--- src/rtl/bypass_pkg.sv ---
package bypass_pkg;
  typedef enum logic [1:0] {
    SEL_RF  = 2'b00,
    SEL_MWB = 2'b01,
    SEL_EXM = 2'b10
  } fwd_sel_e;
endpackage

--- src/rtl/bypass_match.sv ---
// One comparator per bypass path: the producer forwards to this source only
// when it writes, its destination is not register 0 and the numbers agree.
module bypass_match #(
  parameter int REG_W = 5
) (
  input  logic [REG_W-1:0] src,
  input  logic [REG_W-1:0] dst,
  input  logic             wen,
  output logic             hit
);
  always_comb begin
    hit = wen && (dst != '0) && (dst == src);
  end
endmodule

--- src/rtl/wb_value_pick.sv ---
// Value a writeback-stage producer offers: memory data for a load, else ALU.
module wb_value_pick #(
  parameter int DATA_W = 32
) (
  input  logic              is_load,
  input  logic [DATA_W-1:0] alu_val,
  input  logic [DATA_W-1:0] mem_val,
  output logic [DATA_W-1:0] wb_val
);
  always_comb begin
    wb_val = is_load ? mem_val : alu_val;
  end
endmodule

--- src/rtl/operand_route.sv ---
// Per-operand priority pick and registered multiplexer.
module operand_route
  import bypass_pkg::*;
#(
  parameter int REG_W  = 5,
  parameter int DATA_W = 32
) (
  input  logic              clk,
  input  logic              rst,
  input  logic [REG_W-1:0]  src,
  input  logic              hit_exm,
  input  logic              hit_mwb,
  input  logic [DATA_W-1:0] rf_val,
  input  logic [DATA_W-1:0] exm_val,
  input  logic [DATA_W-1:0] mwb_val,
  output logic [1:0]        sel_q,
  output logic [DATA_W-1:0] val_q
);
  fwd_sel_e          sel_d;
  logic [DATA_W-1:0] val_d;

  // The nearest producer (memory stage) takes priority.
  always_comb begin
    if (hit_exm)      sel_d = SEL_EXM;
    else if (hit_mwb) sel_d = SEL_MWB;
    else              sel_d = SEL_RF;
  end

  always_comb begin
    unique case (sel_d)
      SEL_EXM: val_d = exm_val;
      SEL_MWB: val_d = mwb_val;
      default: val_d = rf_val;
    endcase
  end

  always_ff @(posedge clk) begin
    if (rst) begin
      sel_q <= SEL_RF;
      val_q <= '0;
    end else begin
      sel_q <= sel_d;
      val_q <= val_d;
    end
  end

  p_exm_fwd_r2: assert property (@(posedge clk) disable iff (rst)
    hit_exm |=> (sel_q == SEL_EXM) && (val_q == $past(exm_val)));

  p_mwb_fwd_r3: assert property (@(posedge clk) disable iff (rst)
    (!hit_exm && hit_mwb) |=> (sel_q == SEL_MWB) && (val_q == $past(mwb_val)));

  p_near_wins_r4: assert property (@(posedge clk) disable iff (rst)
    (hit_exm && hit_mwb) |=> sel_q == SEL_EXM);

  p_no_fwd_r5: assert property (@(posedge clk) disable iff (rst)
    (!hit_exm && !hit_mwb) |=> (sel_q == SEL_RF) && (val_q == $past(rf_val)));

  p_zero_src_r6: assert property (@(posedge clk) disable iff (rst)
    (src == '0) |=> sel_q == SEL_RF);
endmodule

--- src/rtl/bypass_sel_unit.sv ---
module bypass_sel_unit
  import bypass_pkg::*;
#(
  parameter int REG_W  = 5,
  parameter int DATA_W = 32
) (
  input  logic              clk,
  input  logic              rst,
  input  logic [REG_W-1:0]  src_a,
  input  logic [REG_W-1:0]  src_b,
  input  logic [REG_W-1:0]  exm_dst,
  input  logic              exm_wen,
  input  logic [DATA_W-1:0] exm_result,
  input  logic [REG_W-1:0]  mwb_dst,
  input  logic              mwb_wen,
  input  logic              mwb_load,
  input  logic [DATA_W-1:0] mwb_alu,
  input  logic [DATA_W-1:0] mwb_rdata,
  input  logic [DATA_W-1:0] rf_a,
  input  logic [DATA_W-1:0] rf_b,
  output logic [1:0]        sel_a,
  output logic [1:0]        sel_b,
  output logic [DATA_W-1:0] opnd_a,
  output logic [DATA_W-1:0] opnd_b
);
  localparam int NUM_OPS = 2;

  logic [REG_W-1:0]  src_arr [NUM_OPS];
  logic [DATA_W-1:0] rf_arr  [NUM_OPS];
  logic [1:0]        sel_arr [NUM_OPS];
  logic [DATA_W-1:0] val_arr [NUM_OPS];
  logic              hit_exm [NUM_OPS];
  logic              hit_mwb [NUM_OPS];
  logic [DATA_W-1:0] wb_val;

  assign src_arr[0] = src_a;
  assign src_arr[1] = src_b;
  assign rf_arr[0]  = rf_a;
  assign rf_arr[1]  = rf_b;

  wb_value_pick #(.DATA_W(DATA_W)) u_wb_pick (
    .is_load (mwb_load),
    .alu_val (mwb_alu),
    .mem_val (mwb_rdata),
    .wb_val  (wb_val)
  );

  for (genvar g = 0; g < NUM_OPS; g++) begin : g_op
    bypass_match #(.REG_W(REG_W)) u_cmp_exm (
      .src (src_arr[g]),
      .dst (exm_dst),
      .wen (exm_wen),
      .hit (hit_exm[g])
    );

    bypass_match #(.REG_W(REG_W)) u_cmp_mwb (
      .src (src_arr[g]),
      .dst (mwb_dst),
      .wen (mwb_wen),
      .hit (hit_mwb[g])
    );

    operand_route #(.REG_W(REG_W), .DATA_W(DATA_W)) u_route (
      .clk     (clk),
      .rst     (rst),
      .src     (src_arr[g]),
      .hit_exm (hit_exm[g]),
      .hit_mwb (hit_mwb[g]),
      .rf_val  (rf_arr[g]),
      .exm_val (exm_result),
      .mwb_val (wb_val),
      .sel_q   (sel_arr[g]),
      .val_q   (val_arr[g])
    );
  end

  assign sel_a  = sel_arr[0];
  assign sel_b  = sel_arr[1];
  assign opnd_a = val_arr[0];
  assign opnd_b = val_arr[1];

  // Port-level checks on the whole unit.
  p_reset_r1: assert property (@(posedge clk)
    $past(rst) |-> (sel_a == 2'b00) && (sel_b == 2'b00) && (opnd_a == '0) && (opnd_b == '0));

  p_no_writer_r7: assert property (@(posedge clk) disable iff (rst)
    (!exm_wen && !mwb_wen) |=> (sel_a == 2'b00) && (sel_b == 2'b00));

  p_load_data_r8: assert property (@(posedge clk) disable iff (rst)
    (mwb_load && mwb_wen && mwb_dst == src_a && src_a != '0
     && !(exm_wen && exm_dst == src_a)) |=> opnd_a == $past(mwb_rdata));
endmodule

--- config.mk ---
export PLATFORM = sky130hd
export DESIGN_NAME = bypass_sel_unit
export DESIGN_NICKNAME = d
export VERILOG_FILES = /design/src/rtl/bypass_pkg.sv /design/src/rtl/bypass_match.sv /design/src/rtl/wb_value_pick.sv /design/src/rtl/operand_route.sv /design/src/rtl/bypass_sel_unit.sv
export SDC_FILE = /design/constraint.sdc
export NUM_CORES = 1
export LEC_CHECK = 0
export ABC_AREA = 1
export BUFFER_PORTS_ARGS = -buffer_cell sky130_fd_sc_hd__buf_2
export CELL_PAD_IN_SITES_DETAIL_PLACEMENT = 1
export CELL_PAD_IN_SITES_GLOBAL_PLACEMENT = 1
export CORE_ASPECT_RATIO = 1.5
export CORE_MARGIN = 5
export CORE_UTILIZATION = 28
export CTS_CLUSTER_DIAMETER = 200
export DETAILED_ROUTE_END_ITERATION = 16
export MAX_ROUTING_LAYER = met4
export PLACE_DENSITY = 0.9
export SYNTH_ARGS = -nofsm -noshare
export SYNTH_HDL_FRONTEND = slang
export SYNTH_SLANG_ARGS = --single-unit
--- constraint.sdc ---
create_clock -name clk -period 1.5 [get_ports clk]
set_input_delay 0.225 -clock clk [delete_from_list [all_inputs] [get_ports clk]]
set_output_delay 0.225 -clock clk [all_outputs]
set_load 0.005 [all_outputs]
==> insert_results.sql, run 1 <==
INSERT INTO impl_metrics (metric_group, metric, value, unit) VALUES
('floorplanning', 'die_h', '153', 'µm'),
('setup_path', 'critPathArrivalTime', '1560', 'ps'),
('logic_synthesis', 'yosys.cell_types.count', '21', ''),
('logic_synthesis', 'netlist_instances', '552', ''),
('grt', 'grt.overflow.total', '0', ''),
('logic_synthesis', 'yosys-mux-area-fraction', '9.39', '%'),
('clock_tree', 'cts_sinks', '68', ''),
('logic_synthesis', 'nets_in_the_synthesized_netlist', '737', ''),
('grt', 'first_global_vias', '5419', ''),
('floorplanning', 'core_area', '13500', 'µm²'),
('setup_path', 'critical_path_class', 'input port to register', ''),
('cells_and_area', 'most_frequent_cells_in_the_layout', 'sky130_fd_sc_hd__buf_2 (252), sky130_fd_sc_hd__nand2_1 (173), sky130_fd_sc_hd__nand3_1 (127)', ''),
('cells_and_area', 'area_delta_synth_final', '52.5', '%'),
('placed_design', 'placed_cells_incl_taps', '965', ''),
('clock_tree', 'post_cts_buffers', '0', ''),
('cells_and_area', 'regArea', '1360', 'µm²'),
('logic_synthesis', 'ys_seq_elements', '68', ''),
('logic_synthesis', 'syn_area_per_cell', '6.95', 'µm²'),
('timing', 'number_of_failing_setup_endpoints_in_the_final_timing_report', '0', ''),
('timing', 'timing.fmax', '767', 'MHz'),
('clock_tree', 'cts_hold_buffers', '0', ''),
('setup_path', 'worst-endpoint-required', '1760', 'ps'),
('setup_path', 'critPathLaunchType', 'input port', ''),
('logic_synthesis', 'yosysSeqAreaShare', '35.5', '%'),
('clock_tree', 'ctsResizeCount', '0', ''),
('floorplanning', 'std_cell_rows', '52', ''),
('clock_tree', 'cts.clk_slew.worst_paths', '60', 'ps'),
('route', 'drt_first_iter_violations', '231', ''),
('timing', 'timing.max_slew.rel_slack', '70.1', '%'),
('logic_synthesis', 'syn_area', '3840', 'µm²'),
('logic_synthesis', 'synth-adder-area-share', '0', '%'),
('cells_and_area', 'num-nets-final', '999', ''),
('route', 'dr.pass1.iters', '4', ''),
('timing', 'final_critical_period', '1300', 'ps'),
('placed_design', 'placed_cell_area', '5540', 'µm²'),
('setup_path', 'cp-end-kind', 'register', ''),
('pwr', 'design_power_total', '5.16', 'mW'),
('logic_synthesis', 'synthesis_warnings', '0', ''),
('grt', 'grt.total_usage', '22.8', '%'),
('route', 'totalWireLength', '18200', 'µm'),
('cells_and_area', 'multiInputGateArea', '2170', 'µm²'),
('timing', 'rsz0062_at_grt', 'no', ''),
('cells_and_area', 'final_cell_area', '5850', 'µm²'),
('setup_path', 'crit_path_max_fo', '23', ''),
('logic_synthesis', 'yosys.area_share.simple', '43.7', '%'),
('route', 'avgRoutedWirePerCell', '18.5', 'µm'),
('route', 'vias', '4963', ''),
('grt', 'grt_start_max_net_pins', '42', ''),
('outcome', 'run_status', 'complete, no violations', ''),
('timing', 'slew_viol_final', '0', ''),
('clock_tree', 'root_buffer', 'sky130_fd_sc_hd__clkbuf_16', ''),
('min_path', 'min_path_type', 'input port to register', ''),
('timing', 'hold-worst-slack', '118', 'ps'),
('setup_path', 'critPathCapture', 'g_op[0].u_route.val_q[26]$_SDFF_PP0_', ''),
('floorplanning', 'die_width', '106', 'µm'),
('timing', 'final.period_utilization', '86.9', '%'),
('grt', 'antenna_violations_before_repair', '4', ''),
('logic_synthesis', 'synth_xor_area_share', '2.74', '%'),
('route', 'drtAntennaViolNets', '0', ''),
('grt', 'grt_first_pass_wirelength', '28300', 'µm'),
('clock_tree', 'max-clock-path-buffers', '2', ''),
('logic_synthesis', 'netlist_top_cells_area', 'sky130_fd_sc_hd__dfxtp_1 (35%), sky130_fd_sc_hd__nand2_1 (17%), sky130_fd_sc_hd__nand3_1 (17%)', ''),
('cells_and_area', 'fillers', '1801', ''),
('pwr', 'ir_drop', '0.000414', 'V'),
('cells_and_area', 'drive_gt1_share', '42.9', '%'),
('route', 'drc_errors', '0', ''),
('logic_synthesis', 'synth_top_family_by_area', 'simple AND/OR/NAND/NOR gates', ''),
('clock_tree', 'cts_inserted_buffers', '9', ''),
('logic_synthesis', 'netlist.area_leader.share', '35.5', '%'),
('placed_design', 'port_buffers', '252', ''),
('floorplanning', 'initial_core_util', '28.5', '%');
-- cell families (layout without fill, tap and decap cells) --
logic type	Yosys count	count (layout)
other cells	0	4
mux	32	32
buf+inv	73	340
xor+xnor	12	12
flops	68	68
simple gates	367	367
-- through the flow --
step	setup TNS, ps	util [%]	worst slack, ps
2_1_floorplan	0	-	204
3_5_place_dp	-5230	41.1	-119
5_1_grt	0	43.5	94.1
6_report	0	43.5	197
3_3_place_gp	-2060	41.1	-66.7
4_1_cts	0	43.4	202
-- power breakdown --
group | internal, mW | leakage, nW | switching [mW]
clock | 1.34 | 0.146 | 0.839
sequential | 1.92 | 0.566 | 0.0298
combinational | 0.508 | 2.45 | 0.524
total | 3.77 | 3.16 | 1.39
-- cell usage after synthesis --
cell	n
sky130_fd_sc_hd__nand4_1	38
sky130_fd_sc_hd__nor3_1	2
sky130_fd_sc_hd__nand3_2	2
sky130_fd_sc_hd__buf_2	21
sky130_fd_sc_hd__mux2_2	32
sky130_fd_sc_hd__nand2_1	173
sky130_fd_sc_hd__nand3_1	129
sky130_fd_sc_hd__nand3b_1	1
sky130_fd_sc_hd__clkbuf_1	9
sky130_fd_sc_hd__nor2_2	2
sky130_fd_sc_hd__inv_2	3
sky130_fd_sc_hd__xnor2_1	6
sky130_fd_sc_hd__nor2b_1	2
sky130_fd_sc_hd__dfxtp_1	68
sky130_fd_sc_hd__nor2_4	2
sky130_fd_sc_hd__buf_4	5
sky130_fd_sc_hd__inv_1	31
sky130_fd_sc_hd__xor2_1	6
sky130_fd_sc_hd__buf_6	2
sky130_fd_sc_hd__buf_1	2
sky130_fd_sc_hd__nor2_1	16
-- metal layers --
metal | global-route usage, % | up-vias | routed length, µm
li1 | - | 2368 | -
met1 | 22.7 | 2325 | 6340
met2 | 42.1 | 227 | 9960
met3 | 5.02 | 43 | 1220
met4 | 10.0 | 0 | 665
met5 | - | - | 0
-- worst min path at each step --
stage	startpoint	end	depth (start not counted)
after detailed placement	exm_result[4]	g_op[0].u_route.val_q[4]$_SDFF_PP0_	3
after floorplan	exm_result[31]	g_op[0].u_route.val_q[31]$_SDFF_PP0_	2
after CTS	exm_result[4]	g_op[0].u_route.val_q[4]$_SDFF_PP0_	3
final	exm_result[31]	g_op[0].u_route.val_q[31]$_SDFF_PP0_	3
after global routing	exm_result[24]	g_op[0].u_route.val_q[24]$_SDFF_PP0_	3
after global placement	exm_result[4]	g_op[0].u_route.val_q[4]$_SDFF_PP0_	3
-- critical path, cell delays in order --
cell,delay (ps)
sky130_fd_sc_hd__buf_2,110
sky130_fd_sc_hd__inv_1,60
sky130_fd_sc_hd__nand2_1,70
sky130_fd_sc_hd__nand2_1,110
sky130_fd_sc_hd__nor2_1,110
sky130_fd_sc_hd__nand3_1,110
sky130_fd_sc_hd__nor2_1,190
sky130_fd_sc_hd__nand2_1,120
sky130_fd_sc_hd__nor2_4,110
sky130_fd_sc_hd__buf_12,180
sky130_fd_sc_hd__nand2_1,80
sky130_fd_sc_hd__nand3_1,80
-- state kept, by name, summed over array words and instances, names as in the netlist --
register and flops:
g_op.u_route.val_q 64, g_op.u_route.sel_q 4
-- area by class of cell --
type,instances,share of cell area (%)
diodes,4,0.171
inverters,34,2.18
flip-flops and latches,68,23.3
repair buffers,290,28.8
clock buffers,11,4.15
multi-input cells,411,37.0
clock inverters,5,1.03
well taps,162,3.46
Power figures use the tool's default switching activity.
==> run 2, diff against run 1 <==
--- a/config.mk
+++ b/config.mk
@@ -13,9 +13,10 @@
 export CORE_MARGIN = 5
 export CORE_UTILIZATION = 28
 export CTS_CLUSTER_DIAMETER = 200
+export CTS_CLUSTER_SIZE = 24
 export DETAILED_ROUTE_END_ITERATION = 16
 export MAX_ROUTING_LAYER = met4
-export PLACE_DENSITY = 0.9
+export PLACE_DENSITY_LB_ADDON = 0.2
 export SYNTH_ARGS = -nofsm -noshare
 export SYNTH_HDL_FRONTEND = slang
 export SYNTH_SLANG_ARGS = --single-unit
==> insert_results.sql, run 2 (synthesis gave the netlist of run 1 again) <==
INSERT INTO impl_metrics (metric_group, metric, value, unit) VALUES
('setup_path', 'cp-end-kind', 'register', ''),
('setup_path', 'critical_path_class', 'input port to register', ''),
('cells_and_area', 'drive_gt1_share', '42.9', '%'),
('cells_and_area', 'fillers', '1756', ''),
('cells_and_area', 'regMostFlops', 'g_op.u_route.val_q', ''),
('route', 'vias', '4912', ''),
('setup_path', 'timing.critical_path.max_delay_family', 'simple AND/OR/NAND/NOR gates', ''),
('floorplanning', 'die_h', '153', 'µm'),
('cells_and_area', 'flip_flop_count_of_the_largest_register_after_layout', '64', ''),
('route', 'drt-vias-per-instance', '5.00', ''),
('timing', 'timing.fmax', '759', 'MHz'),
('clock_tree', 'post_cts_buffers', '0', ''),
('timing', 'timing.max_slew.rel_slack', '81.8', '%'),
('clock_tree', 'cts.clk_slew.worst_paths', '60', 'ps'),
('route', 'avgRoutedWirePerCell', '18.7', 'µm'),
('job', 'max_cap_viol_count', '0', ''),
('cells_and_area', 'most_frequent_cells_in_the_layout', 'sky130_fd_sc_hd__buf_2 (252), sky130_fd_sc_hd__nand2_1 (173), sky130_fd_sc_hd__nand3_1 (127)', ''),
('clock_tree', 'cts_inserted_buffers', '9', ''),
('cells_and_area', 'num-nets-final', '998', ''),
('clock_tree', 'cts_max_level', '3', ''),
('timing', 'final.setup.tns', '0', 'ps'),
('clock_tree', 'max-clock-path-buffers', '2', ''),
('grt', 'grt.total_usage', '23.0', '%'),
('setup_path', 'cpPeakStageDelay', '230', 'ps'),
('grt', 'grt.overflow.total', '0', ''),
('clock_tree', 'cts_hold_buffers', '0', ''),
('grt', 'grt_start_max_net_pins', '45', ''),
('cells_and_area', 'top_regs', 'g_op.u_route.val_q x64, g_op.u_route.sel_q x4', ''),
('cells_and_area', 'final_design_utilization', '43.3', '%'),
('floorplanning', 'initial_core_util', '28.5', '%'),
('min_path', 'min_path_type', 'input port to register', ''),
('floorplanning', 'ioPinCount', '253', ''),
('route', 'totalWireLength', '18300', 'µm'),
('pwr', 'power_density', '910', 'nW/µm²'),
('route', 'drtAntennaViolNets', '0', ''),
('timing', 'rsz0062_at_grt', 'no', ''),
('cells_and_area', 'area_delta_synth_final', '51.8', '%'),
('grt', 'antenna_violations_before_repair', '3', ''),
('clock_tree', 'cts_sinks', '68', ''),
('cells_and_area', 'regArea', '1360', 'µm²'),
('timing', 'slew_viol_final', '0', ''),
('route', 'drt_first_iter_violations', '190', ''),
('placed_design', 'finalWeightedCongestion', '0.872', ''),
('floorplanning', 'die_width', '106', 'µm'),
('clock_tree', 'root_buffer', 'sky130_fd_sc_hd__clkbuf_16', ''),
('setup_path', 'slowest_cell_on_the_critical_path', 'sky130_fd_sc_hd__nor2_1', ''),
('setup_path', 'cp_cell_sequence', 'buf_2 -> inv_2 -> nand2_1 -> nand2_1 -> nor2_1 -> nand3_1 -> nor2_1 -> nand2_1 -> nor2_4 -> buf_12 -> nand2_1 -> nand3_1', ''),
('setup_path', 'critPathLaunchType', 'input port', ''),
('timing', 'final_critical_path_setup_slack', '183', 'ps'),
('timing', 'final_critical_period', '1320', 'ps'),
('grt', 'first_global_vias', '5550', ''),
('timing', 'timing_worst_slew_pin_value', '273', 'ps'),
('timing', 'timing_hold_violations_final', '0', ''),
('route', 'dr.pass1.iters', '4', ''),
('outcome', 'run_status', 'complete, no violations', ''),
('route', 'drc_errors', '0', ''),
('pwr', 'ir_drop', '0.000405', 'V'),
('floorplanning', 'core_area', '13500', 'µm²'),
('timing', 'final.period_utilization', '87.8', '%'),
('pwr', 'design_power_total', '5.31', 'mW'),
('setup_path', 'worst-endpoint-required', '1770', 'ps'),
('setup_path', 'crit_path_max_fo', '20', ''),
('placed_design', 'hpwl', '14900', 'µm'),
('pwr', 'cellLeakagePower', '3.15', 'nW'),
('placed_design', 'port_buffers', '252', ''),
('clock_tree', 'cts_tree', 'built', ''),
('floorplanning', 'std_cell_rows', '52', ''),
('setup_path', 'crit_path_frequent_cell', 'sky130_fd_sc_hd__nand2_1', ''),
('placed_design', 'detailedPlace.worstSlack', '-155', 'ps'),
('floorplanning', 'die_area', '16200', 'µm²'),
('setup_path', 'cp.buffers_inverters', '3', ''),
('setup_path', 'critPathArrivalTime', '1590', 'ps'),
('cells_and_area', 'multiInputGateArea', '2170', 'µm²'),
('clock_tree', 'ctsResizeCount', '0', ''),
('grt', 'grt_first_pass_wirelength', '28600', 'µm'),
('timing', 'number_of_failing_setup_endpoints_in_the_final_timing_report', '0', ''),
('cells_and_area', 'layout.cells.most_common', 'sky130_fd_sc_hd__buf_2', '');
==> run 2: layout make-up <==
| type | count | area share (%) |
|---|---|---|
| diodes | 3 | 0.129 |
| clock buffers | 9 | 3.86 |
| clock inverters | 7 | 1.70 |
| inverters | 34 | 2.19 |
| multi-input cells | 411 | 37.2 |
| flip-flops and latches | 68 | 23.4 |
| well taps | 162 | 3.48 |
| repair buffers | 289 | 28.1 |
==> run 2: stage by stage <==
| stage | cells | hold slack [ps] | area [µm²] |
|---|---|---|---|
| 6_report | 983 | 115 | 5830 |
| 3_5_place_dp | 964 | 449 | 5500 |
| 5_1_grt | 983 | 124 | 5830 |
| 3_3_place_gp | 964 | 444 | 5500 |
| 4_1_cts | 980 | 102 | 5820 |
| 2_1_floorplan | 552 | 335 | 3840 |
==> run 2: routing by layer <==
metal | share of wire [%] | GRT usage (%)
met5 | 0 | -
met4 | 4.3 | 12.2
met3 | 5.5 | 4.18
met2 | 51 | 40.7
met1 | 39 | 24.0
==> run 2: path summary, 6_finish.rpt <==
path / cells past startpoint / start / endpoint / slack, ps
worst max-delay path: 12 / mwb_dst[0] / g_op[0].u_route.val_q[26]$_SDFF_PP0_ / 180
worst min-delay path: 3 / exm_result[4] / g_op[0].u_route.val_q[4]$_SDFF_PP0_ / 110
==> run 2: where the power goes <==
| part | total, mW | switching, mW | leakage, nW | internal [mW] |
|---|---|---|---|---|
| combinational | 1.03 | 0.528 | 2.43 | 0.498 |
| clock | 2.33 | 0.864 | 0.156 | 1.46 |
| sequential | 1.95 | 0.0289 | 0.566 | 1.92 |
| total | 5.31 | 1.42 | 3.15 | 3.88 |
